==> src/rtl/sha1_pad_pkg.sv <==
package sha1_pad_pkg;

    localparam int WORD_BYTES = 4;
    localparam int LEN_BYTES  = 8;
    localparam logic [7:0] MARK_BYTE = 8'h80;

    typedef enum logic [1:0] {
        PS_DATA,
        PS_MARK,
        PS_FILL,
        PS_LEN
    } pad_state_e;

    typedef struct packed {
        logic [31:0] data;
        logic        blk_end;
        logic        msg_end;
    } out_word_t;

    // Byte idx of the length field, idx 0 being the most significant.
    function automatic logic [7:0] len_byte(input logic [63:0] bits, input logic [2:0] idx);
        return bits[(7 - int'(idx)) * 8 +: 8];
    endfunction

endpackage

==> src/rtl/sha1_pad_seq.sv <==
module sha1_pad_seq
    import sha1_pad_pkg::*;
#(
    parameter int BLOCK_BYTES = 64,
    localparam int POS_W = $clog2(BLOCK_BYTES),
    localparam int FILL_POS = BLOCK_BYTES - LEN_BYTES
) (
    input  logic             clk,
    input  logic             rst,
    input  logic             in_valid,
    input  logic [7:0]       in_data,
    input  logic             in_last,
    input  logic             in_nobyte,
    output logic             in_ready,
    input  logic             can_take,
    input  logic [POS_W-1:0] blk_pos,
    output logic             b_valid,
    output logic [7:0]       b_data,
    output logic             b_msg_end
);

    pad_state_e  state;
    logic [63:0] bit_cnt;
    logic [2:0]  len_idx;
    logic        accept;
    logic        at_tail;

    assign at_tail = (blk_pos == POS_W'(FILL_POS));
    assign accept  = in_valid && in_ready;

    always_comb begin
        in_ready  = (state == PS_DATA) && can_take;
        b_valid   = 1'b0;
        b_data    = in_data;
        b_msg_end = 1'b0;
        case (state)
            PS_DATA: b_valid = accept && !in_nobyte;
            PS_MARK: begin
                b_valid = can_take;
                b_data  = MARK_BYTE;
            end
            PS_FILL: begin
                b_valid = can_take && !at_tail;
                b_data  = 8'h00;
            end
            PS_LEN: begin
                b_valid   = can_take;
                b_data    = len_byte(bit_cnt, len_idx);
                b_msg_end = (len_idx == 3'(LEN_BYTES - 1));
            end
            default: b_valid = 1'b0;
        endcase
    end

    always_ff @(posedge clk) begin
        if (rst) begin
            state   <= PS_DATA;
            bit_cnt <= '0;
            len_idx <= '0;
        end else begin
            case (state)
                PS_DATA: if (accept) begin
                    if (!in_nobyte) bit_cnt <= bit_cnt + 64'd8;
                    if (in_last)    state   <= PS_MARK;
                end
                PS_MARK: if (can_take) state <= PS_FILL;
                PS_FILL: if (at_tail)  state <= PS_LEN;
                PS_LEN: if (can_take) begin
                    if (len_idx == 3'(LEN_BYTES - 1)) begin
                        state   <= PS_DATA;
                        bit_cnt <= '0;
                        len_idx <= '0;
                    end else begin
                        len_idx <= len_idx + 3'd1;
                    end
                end
                default: state <= PS_DATA;
            endcase
        end
    end

endmodule

==> src/rtl/sha1_pad_pack.sv <==
module sha1_pad_pack
    import sha1_pad_pkg::*;
#(
    parameter int BLOCK_BYTES = 64,
    localparam int POS_W = $clog2(BLOCK_BYTES)
) (
    input  logic             clk,
    input  logic             rst,
    input  logic             b_valid,
    input  logic [7:0]       b_data,
    input  logic             b_msg_end,
    input  logic             out_ready,
    output logic             can_take,
    output logic [POS_W-1:0] blk_pos,
    output logic             out_valid,
    output out_word_t        out_q
);

    logic [23:0] acc;
    logic        word_done;

    assign can_take  = !out_valid || out_ready;
    assign word_done = (blk_pos[1:0] == 2'(WORD_BYTES - 1));

    always_ff @(posedge clk) begin
        if (rst) begin
            out_valid <= 1'b0;
            blk_pos   <= '0;
            acc       <= '0;
            out_q     <= '0;
        end else begin
            if (out_valid && out_ready) out_valid <= 1'b0;
            if (b_valid) begin
                acc     <= {acc[15:0], b_data};
                blk_pos <= blk_pos + 1'b1;
                if (word_done) begin
                    out_valid     <= 1'b1;
                    out_q.data    <= {acc, b_data};
                    out_q.blk_end <= (blk_pos == POS_W'(BLOCK_BYTES - 1));
                    out_q.msg_end <= b_msg_end;
                end
            end
        end
    end

endmodule

==> src/rtl/sha1_msg_padder.sv <==
module sha1_msg_padder
    import sha1_pad_pkg::*;
#(
    parameter int BLOCK_BYTES = 64
) (
    input  logic        clk,
    input  logic        rst,
    input  logic        in_valid,
    output logic        in_ready,
    input  logic [7:0]  in_data,
    input  logic        in_last,
    input  logic        in_nobyte,
    output logic        out_valid,
    input  logic        out_ready,
    output logic [31:0] out_word,
    output logic        out_blk_end,
    output logic        out_msg_end
);

    localparam int POS_W = $clog2(BLOCK_BYTES);

    logic             can_take;
    logic [POS_W-1:0] blk_pos;
    logic             b_valid;
    logic [7:0]       b_data;
    logic             b_msg_end;
    out_word_t        out_q;

    sha1_pad_seq #(.BLOCK_BYTES(BLOCK_BYTES)) u_seq (
        .clk       (clk),
        .rst       (rst),
        .in_valid  (in_valid),
        .in_data   (in_data),
        .in_last   (in_last),
        .in_nobyte (in_nobyte),
        .in_ready  (in_ready),
        .can_take  (can_take),
        .blk_pos   (blk_pos),
        .b_valid   (b_valid),
        .b_data    (b_data),
        .b_msg_end (b_msg_end)
    );

    sha1_pad_pack #(.BLOCK_BYTES(BLOCK_BYTES)) u_pack (
        .clk       (clk),
        .rst       (rst),
        .b_valid   (b_valid),
        .b_data    (b_data),
        .b_msg_end (b_msg_end),
        .out_ready (out_ready),
        .can_take  (can_take),
        .blk_pos   (blk_pos),
        .out_valid (out_valid),
        .out_q     (out_q)
    );

    assign out_word    = out_q.data;
    assign out_blk_end = out_q.blk_end;
    assign out_msg_end = out_q.msg_end;

endmodule

==> config.mk <==
export PLATFORM = sky130hd
export DESIGN_NAME = sha1_msg_padder
export DESIGN_NICKNAME = d
export VERILOG_FILES = /design/src/rtl/sha1_pad_pkg.sv /design/src/rtl/sha1_pad_seq.sv /design/src/rtl/sha1_pad_pack.sv /design/src/rtl/sha1_msg_padder.sv
export SDC_FILE = /design/constraint.sdc
export NUM_CORES = 1
export LEC_CHECK = 0
export ABC_CLOCK_PERIOD_IN_PS = 3600
export BUFFER_PORTS_ARGS = -buffer_cell sky130_fd_sc_hd__buf_2
export CAP_MARGIN = 40
export CELL_PAD_IN_SITES_DETAIL_PLACEMENT = 0
export CELL_PAD_IN_SITES_GLOBAL_PLACEMENT = 1
export CORE_MARGIN = 10
export CORE_UTILIZATION = 40
export CTS_BUF_LIST = sky130_fd_sc_hd__clkbuf_2 sky130_fd_sc_hd__clkbuf_4 sky130_fd_sc_hd__clkbuf_8
export DETAILED_ROUTE_END_ITERATION = 12
export PLACE_DENSITY = 0.71
export SETUP_SLACK_MARGIN = 0.1
export SLEW_MARGIN = 5
export SYNTH_ARGS = -nofsm -noshare
export SYNTH_HDL_FRONTEND = slang
export SYNTH_SLANG_ARGS = --single-unit
==> constraint.sdc <==
create_clock -name clk -period 3.6 [get_ports clk]
set_input_delay 0.54 -clock clk [delete_from_list [all_inputs] [get_ports clk]]
set_output_delay 0.54 -clock clk [all_outputs]
set_load 0.05 [all_outputs]
==> impl_results.rst, run 1 <==
.. list-table::
   :header-rows: 1

   * - Metric
     - Value
   * - Run status
     - completed
   * - Vias per Instance
     - 5.61
   * - Area share of and/or/nand/nor cells after synthesis
     - 24.4%
   * - Post-synthesis compound-gate area fraction
     - 17.0%
   * - Number of max-slew violations in the final report
     - 0
   * - Routed vias
     - 5425
   * - Post-synth top area cell
     - sky130_fd_sc_hd__dfxtp_1
   * - RSZ-0062 raised after global routing
     - no
   * - Final Core Density
     - 45.8%
   * - Part of the cycle the worst path needs
     - 83.1%
   * - Arithmetic-cell share of the synthesized area counting full adders, half adders and majority gates
     - 2.01%
   * - EDFF count, synth
     - 0
   * - Post-Route Skew
     - 0.0116 ns
   * - Post-synth top area share
     - 42.1%
   * - Global-route wire length before repair
     - 26.2 mm
   * - Worst hold path endpoint
     - u_pack.out_q[3]
   * - R2R Setup Slk
     - 0.61 ns
   * - Share of layout cells above drive strength 1
     - 14.9%
   * - Final wirelength
     - 16.2 mm
   * - H-Tree Depth
     - 4
   * - Iteration-0 DRC count of the detailed router
     - 450
   * - Final setup violation count
     - 0
   * - Insertion delay to the later sink of the worst-skew pair
     - 0.46 ns
   * - Top cells by count, synth
     - sky130_fd_sc_hd__dfxtp_1, sky130_fd_sc_hd__nand2_1, sky130_fd_sc_hd__a21oi_1, sky130_fd_sc_hd__nor2_1, sky130_fd_sc_hd__nand3_1
   * - Root buffer cell
     - sky130_fd_sc_hd__clkbuf_8
   * - Cell area after synthesis
     - 6220 sq um
   * - Number of rows in the core area
     - 45
   * - Final Hold Fails
     - 0
   * - Number of clock sinks
     - 131
   * - Highest fanout seen on the critical path
     - 16
   * - Max cap viols
     - 0
   * - Number of antenna violations at the first check in global routing
     - 0
   * - Xor and xnor area share after synthesis
     - 3.38%
   * - Sort of element at the start of the critical path
     - flop
   * - Post-synthesis mux area share
     - 6.71%
   * - Primary flip-flop cell chosen by synthesis mapping
     - sky130_fd_sc_hd__dfxtp_1
   * - Area Overhead vs Synth
     - 11.7%
   * - Total I/O pin count
     - 50
   * - Leakage power figure
     - 2.30 nW
   * - Post-synthesis cell type count
     - 50
   * - Hold buffers post-CTS
     - 0
   * - Worst hold start
     - in_data[1]
   * - Top-count cell post-synth
     - sky130_fd_sc_hd__dfxtp_1
   * - Endpoint kind of the worst setup timing path
     - flop
   * - PostCTS Resize Cnt
     - 0
   * - Reg2Reg Depth
     - 7
   * - Aggregate global-route resource usage
     - 15.8%
   * - WP data arrival
     - 3.38 ns
   * - Maximum number of pins on one net before global-route repair
     - 73
   * - Final #Nets
     - 790
   * - Achievable frequency
     - 334 MHz
   * - Setup Buffers After CTS
     - 0
   * - Clock slew at the register clock pins of the worst setup and hold paths
     - 0.09 ns
   * - Antenna cells
     - 0
   * - Synthesized netlist cell count
     - 735
   * - Flip-flop and latch count after synthesis
     - 131
   * - Remaining number of nets flagged by the antenna check after routing
     - 0
   * - Syn_area_per_cell
     - 8.47 sq um
   * - Hold-critical path depth
     - 3
   * - Detailed-route DRC error count
     - 0
   * - Measured slew at the worst slew-check pin
     - 0.882 ns
   * - Proportion of synthesized chip area in sequential cells
     - 42.1%
   * - Clock buffer count from CTS
     - 17
   * - Setup TNS
     - 0 ns
   * - Number of global-route vias before repair
     - 4973
   * - Initial core utilization
     - 40.9%
   * - CTS tree
     - done
   * - Synthesis warning total
     - 0
   * - Synthesized Nets
     - 759
   * - Peak VDD IR
     - 0.000341 V
   * - Full die area
     - 21000 sq um
   * - X dimension of the die
     - 145 um
   * - Core area
     - 15200 sq um
   * - Floorplan die height
     - 145 um
   * - Dominant combinational cell family by area after synthesis
     - simple AND/OR/NAND/NOR gates
   * - Number of iterations in the first detailed-routing pass
     - 5
   * - Proportion of synthesized flip-flops having asynchronous set or reset
     - 0%
   * - Reg-to-reg critical path endpoint
     - u_seq.bit_cnt[30]
   * - Power density cells
     - 523 nW/um^2
   * - Beginning of the worst register-to-register path
     - u_seq.state[0]
   * - Tmin final
     - 2.99 ns
   * - Worst min-delay path category
     - in -> reg
   * - Startpoint-to-endpoint class of the critical path
     - reg -> reg
   * - Total congestion overflow after global routing
     - 0
   * - Post-detail-place hpwl
     - 11.6 mm
   * - Routability cong.
     - 0.788
   * - Routed len/inst
     - 16.8 um
   * - Count of buffers from port buffering
     - 49
   * - Top area cells in the synthesized netlist
     - sky130_fd_sc_hd__dfxtp_1, sky130_fd_sc_hd__a21oi_1, sky130_fd_sc_hd__nand2_1, sky130_fd_sc_hd__mux4_2, sky130_fd_sc_hd__nor2_1
   * - Worst-case clock buffer depth
     - 2
   * - Relative slew margins
     - 41.1%
   * - Required time of the worst setup path
     - 3.98 ns
==> through the flow <==
| stage | worst slack (ns) | std cells | area [sq um] | power [W] | hold slack, ns |
|---|---|---|---|---|---|
| 2_1_floorplan | 1.32 | 735 | 6220 | 0.00230 | 0.432 |
| 4_1_cts | 0.593 | 967 | 6960 | 0.00368 | 0.361 |
| 3_3_place_gp | 0.751 | 935 | 6590 | 0.00250 | 0.440 |
| 3_5_place_dp | 0.616 | 935 | 6590 | 0.00251 | 0.446 |
| 5_1_grt | 0.308 | 967 | 6960 | 0.00386 | 0.373 |
| 6_report | 0.607 | 967 | 6960 | 0.00364 | 0.386 |
==> worst max-delay path, cell delays in order, from the launching register on <==
cell and delay, ns:
sky130_fd_sc_hd__dfxtp_1 0.34, sky130_fd_sc_hd__inv_1 0.11, sky130_fd_sc_hd__ha_1 0.45, sky130_fd_sc_hd__mux2i_1 0.29
sky130_fd_sc_hd__and4bb_1 0.55, sky130_fd_sc_hd__nand3_1 0.43, sky130_fd_sc_hd__or4_1 0.59, sky130_fd_sc_hd__a21oi_1 0.15
==> placed cells by master, fill, tap and decap left out, drive strengths merged, types with 7 or more instances in the layout <==
cell type and n:
mux4 10, nor2 57, and3 8, xor2 18, dfxtp 131, a311oi 7, inv 22, o31ai 19
or4 20, or3 19, buf 61, a21oi 91, o21ai 23, ha 10, clkbuf 18, nand3 30
a211oi 11, nand4 27, mux2i 17, nand2 119
==> cell type report <==
class,count,area [sq um]
Timing Repair Buffer,61,335
Tap cell,188,235
Clock buffer,18,248
Fill cell,1521,8250
Multi-Input combinational cell,541,3350
Sequential cell,131,2620
Clock inverter,14,116
Inverter,14,52.6
==> routing by layer <==
metal | share of wire (%) | routed length, um | global-route usage, %
met4 | 1.4 | 228 | 5.32
met5 | 0 | 0 | 0
met1 | 49 | 7940 | 21.9
met2 | 45 | 7280 | 23.2
met3 | 4.7 | 763 | 4.17
==> worst max-delay path by stage <==
stage                          start                 to  cells past startpoint
CTS                   u_seq.state[0]  u_seq.bit_cnt[30]                      7
finish                u_seq.state[0]  u_seq.bit_cnt[30]                      7
detailed placement    u_seq.state[0]  u_seq.bit_cnt[30]                      7
global placement      u_seq.state[0]  u_seq.bit_cnt[30]                      7
global route          u_seq.state[0]  u_seq.bit_cnt[30]                      7
floorplan           u_pack.out_valid   u_pack.out_q[17]                      8
==> power by group <==
part | total (W) | internal [W] | switching, W | leakage, nW
combinational | 0.000810 | 0.000266 | 0.000544 | 1.05
clock | 0.00117 | 0.000514 | 0.000654 | 0.188
sequential | 0.00166 | 0.00156 | 0.000106 | 1.06
==> sequential cells by signal, summed over array words and instances (netlist names) <==
name / cells
u_seq.bit_cnt: 61
u_pack.out_q: 34
u_pack.acc: 24
u_pack.blk_pos: 6
u_seq.len_idx: 3
u_seq.state: 2
u_pack.out_valid: 1
==> cells by family (layout without fill, tap and decap cells) <==
| family | Yosys count | in the layout |
|---|---|---|
| simple gates | 310 | 310 |
| compound gates | 168 | 168 |
| flops | 131 | 131 |
| buf+inv | 63 | 107 |
| mux | 29 | 29 |
| xor+xnor | 24 | 24 |
| fa+ha+maj | 10 | 10 |
(Power assumes the default switching activity.)
==> run 2, diff against run 1 <==
--- a/config.mk
+++ b/config.mk
@@ -5,7 +5,7 @@
 export SDC_FILE = /design/constraint.sdc
 export NUM_CORES = 1
 export LEC_CHECK = 0
-export ABC_CLOCK_PERIOD_IN_PS = 3600
+export ABC_CLOCK_PERIOD_IN_PS = 3100
 export BUFFER_PORTS_ARGS = -buffer_cell sky130_fd_sc_hd__buf_2
 export CAP_MARGIN = 40
 export CELL_PAD_IN_SITES_DETAIL_PLACEMENT = 0
==> constraint.sdc (replaced) <==
create_clock -name clk -period 3.1 [get_ports clk]
set_input_delay 0.465 -clock clk [delete_from_list [all_inputs] [get_ports clk]]
set_output_delay 0.465 -clock clk [all_outputs]
set_load 0.05 [all_outputs]
==> run 2 against run 1 <==
Effect of this change:
- cell count grew 0.31%
- non-clock buffer count grew 3
- critical path depth shrank 1
- sequential cell count is the same
- sequential share of layout area shrank 0.51 points
- clock power grew 25%
- utilization grew 0.63 points
- global-route usage is essentially flat
- sequential power grew 16%
- critical endpoint is now u_seq.bit_cnt[54]
- critical path type unchanged
- worst setup slack lost 0.24 ns
==> impl_results.rst, run 2 (synthesis results as in run 1) <==
.. list-table::
   :header-rows: 1

   * - Metric
     - Value
   * - Combinational group share of total power
     - 23.4%
   * - RSZ-0062 raised after global routing
     - no
   * - Highest fanout seen on the critical path
     - 10
   * - Initial core utilization
     - 40.9%
   * - Number of clock sinks
     - 131
   * - Aggregate global-route resource usage
     - 15.9%
   * - X dimension of the die
     - 145 um
   * - Achievable frequency
     - 366 MHz
   * - Total congestion overflow after global routing
     - 0
   * - Required time of the worst setup path
     - 3.48 ns
   * - Proportion of power drawn by the clock network
     - 33.1%
   * - Startpoint-to-endpoint class of the critical path
     - reg -> reg
   * - Global-route wire length before repair
     - 26.5 mm
   * - Setup TNS
     - 0 ns
   * - Measured slew at the worst slew-check pin
     - 0.827 ns
   * - Max cap viols
     - 0
   * - Final Hold Fails
     - 0
   * - Worst-case clock buffer depth
     - 2
   * - H-Tree Depth
     - 4
   * - Relative slew margins
     - 44.4%
   * - Sequential power share
     - 43.6%
   * - Final #Nets
     - 793
   * - NetSw
     - 0.00157 W
   * - Endpoint kind of the worst setup timing path
     - flop
   * - Share of layout cells above drive strength 1
     - 15.2%
   * - Registers with the most flip-flops
     - u_seq.bit_cnt x61, u_pack.out_q x34, u_pack.acc x24
   * - Pre-CTS WS
     - 0.402 ns
   * - Area Overhead vs Synth
     - 13.3%
   * - Maximum number of pins on one net before global-route repair
     - 62
   * - Worst min-delay path category
     - in -> reg
   * - Run status
     - completed
   * - Number of iterations in the first detailed-routing pass
     - 5
   * - Full die area
     - 21000 sq um
   * - Clock slew at the register clock pins of the worst setup and hold paths
     - 0.09 ns
   * - Core area
     - 15200 sq um
   * - Leading cell type in the layout, fill and taps excluded
     - sky130_fd_sc_hd__dfxtp_1
   * - Routed len/inst
     - 16.9 um
   * - Part of the cycle the worst path needs
     - 88.1%
   * - Number of max-slew violations in the final report
     - 0
   * - Root buffer cell
     - sky130_fd_sc_hd__clkbuf_8
   * - Post-detail-place hpwl
     - 11.7 mm
   * - Peak VDD IR
     - 0.000705 V
   * - Power density cells
     - 626 nW/um^2
   * - CTS tree
     - done
   * - Clock buffer count from CTS
     - 17
   * - Routability cong.
     - 0.855
   * - Number of rows in the core area
     - 45
   * - Routed vias
     - 5468
   * - Remaining number of nets flagged by the antenna check after routing
     - 0
   * - Number of antenna violations at the first check in global routing
     - 0
   * - Final setup violation count
     - 0
   * - Antenna cells
     - 0
   * - Detailed-route DRC error count
     - 0
   * - Final wirelength
     - 16.4 mm
   * - Internal power component
     - 0.00284 W
   * - Count of buffers from port buffering
     - 49
   * - Vias per Instance
     - 5.64
   * - Insertion delay to the later sink of the worst-skew pair
     - 0.45 ns
   * - Setup slack of the critical path after layout
     - 0.370 ns
   * - Leakage power figure
     - 2.34 nW
   * - WP data arrival
     - 3.11 ns
   * - Floorplan die height
     - 145 um
   * - Net switching fraction of the power
     - 35.7%
   * - Total I/O pin count
     - 50
   * - Commonest cells after routing, fill and taps aside
     - sky130_fd_sc_hd__dfxtp_1, sky130_fd_sc_hd__nand2_1, sky130_fd_sc_hd__a21oi_1
   * - Flip-flop count of the largest register, all copies and words added
     - 61
   * - Post-Route Skew
     - 0.0148 ns
   * - Number of global-route vias before repair
     - 5195
   * - Sort of element at the start of the critical path
     - flop
   * - Iteration-0 DRC count of the detailed router
     - 416
   * - Hold buffers post-CTS
     - 0
   * - PostCTS Resize Cnt
     - 0
   * - Tmin final
     - 2.73 ns
   * - Reg with most FFs
     - u_seq.bit_cnt
   * - Setup Buffers After CTS
     - 0
==> run 2: final cells by class <==
type                    count  area [sq um]
inverters                  14          52.6
fillers                  1500          8150
clock inverters            15           158
well taps                 188           235
multi-input cells         541          3350
repair buffers             64           403
flip-flops and latches    131          2620
clock buffers              17           234
==> run 2: stage by stage <==
stage | cells | hold WS, ns | total power, W | instance area [sq um] | util (%)
final | 970 | 0.314 | 0.00441 | 7050 | 46.4
after global routing | 970 | 0.291 | 0.00466 | 7050 | 46.4
after CTS | 970 | 0.276 | 0.00445 | 7050 | 46.4
after detailed placement | 938 | 0.444 | 0.00299 | 6660 | 43.8
after global placement | 937 | 0.438 | 0.00296 | 6630 | 43.6
after floorplan | 735 | 0.432 | 0.00267 | 6220 | -
==> run 2: critical path, stage by stage, from the launching register on <==
cell,delay [ns]
sky130_fd_sc_hd__dfxtp_1,0.39
sky130_fd_sc_hd__ha_1,0.38
sky130_fd_sc_hd__mux2i_1,0.16
sky130_fd_sc_hd__and4bb_1,0.52
sky130_fd_sc_hd__nand4_1,0.43
sky130_fd_sc_hd__or4_1,0.60
sky130_fd_sc_hd__a21oi_1,0.15
==> run 2: routing by layer <==
layer | share of wire, % | global-route usage, % | wire (um) | vias up
li1 | - | - | - | 2717
met5 | 0 | 0 | 0 | -
met2 | 46 | 23.7 | 7480 | 100
met3 | 4.3 | 3.91 | 699 | 20
met4 | 1.5 | 6.22 | 248 | 0
met1 | 49 | 21.5 | 7940 | 2631
==> run 2: power by group through the flow <==
stage	Combinational [W]	Sequential (W)	Clock [W]
6_report	0.00103	0.00192	0.00146
5_1_grt	0.00115	0.00194	0.00157
4_1_cts	0.00103	0.00192	0.00150
3_5_place_dp	0.00103	0.00196	0
3_3_place_gp	0.00101	0.00196	0
2_1_floorplan	0.000728	0.00194	0
==> run 2: final timing paths <==
path,to,startpoint,slack [ns],depth (start not counted)
setup reg to reg,u_seq.bit_cnt[54],u_seq.state[0],0.37,6
setup / recovery,u_seq.bit_cnt[54],u_seq.state[0],0.37,6
hold reg to reg,u_pack.out_q[16],u_pack.out_q[16],0.45,2
hold / removal,u_pack.acc[0],in_data[0],0.31,3
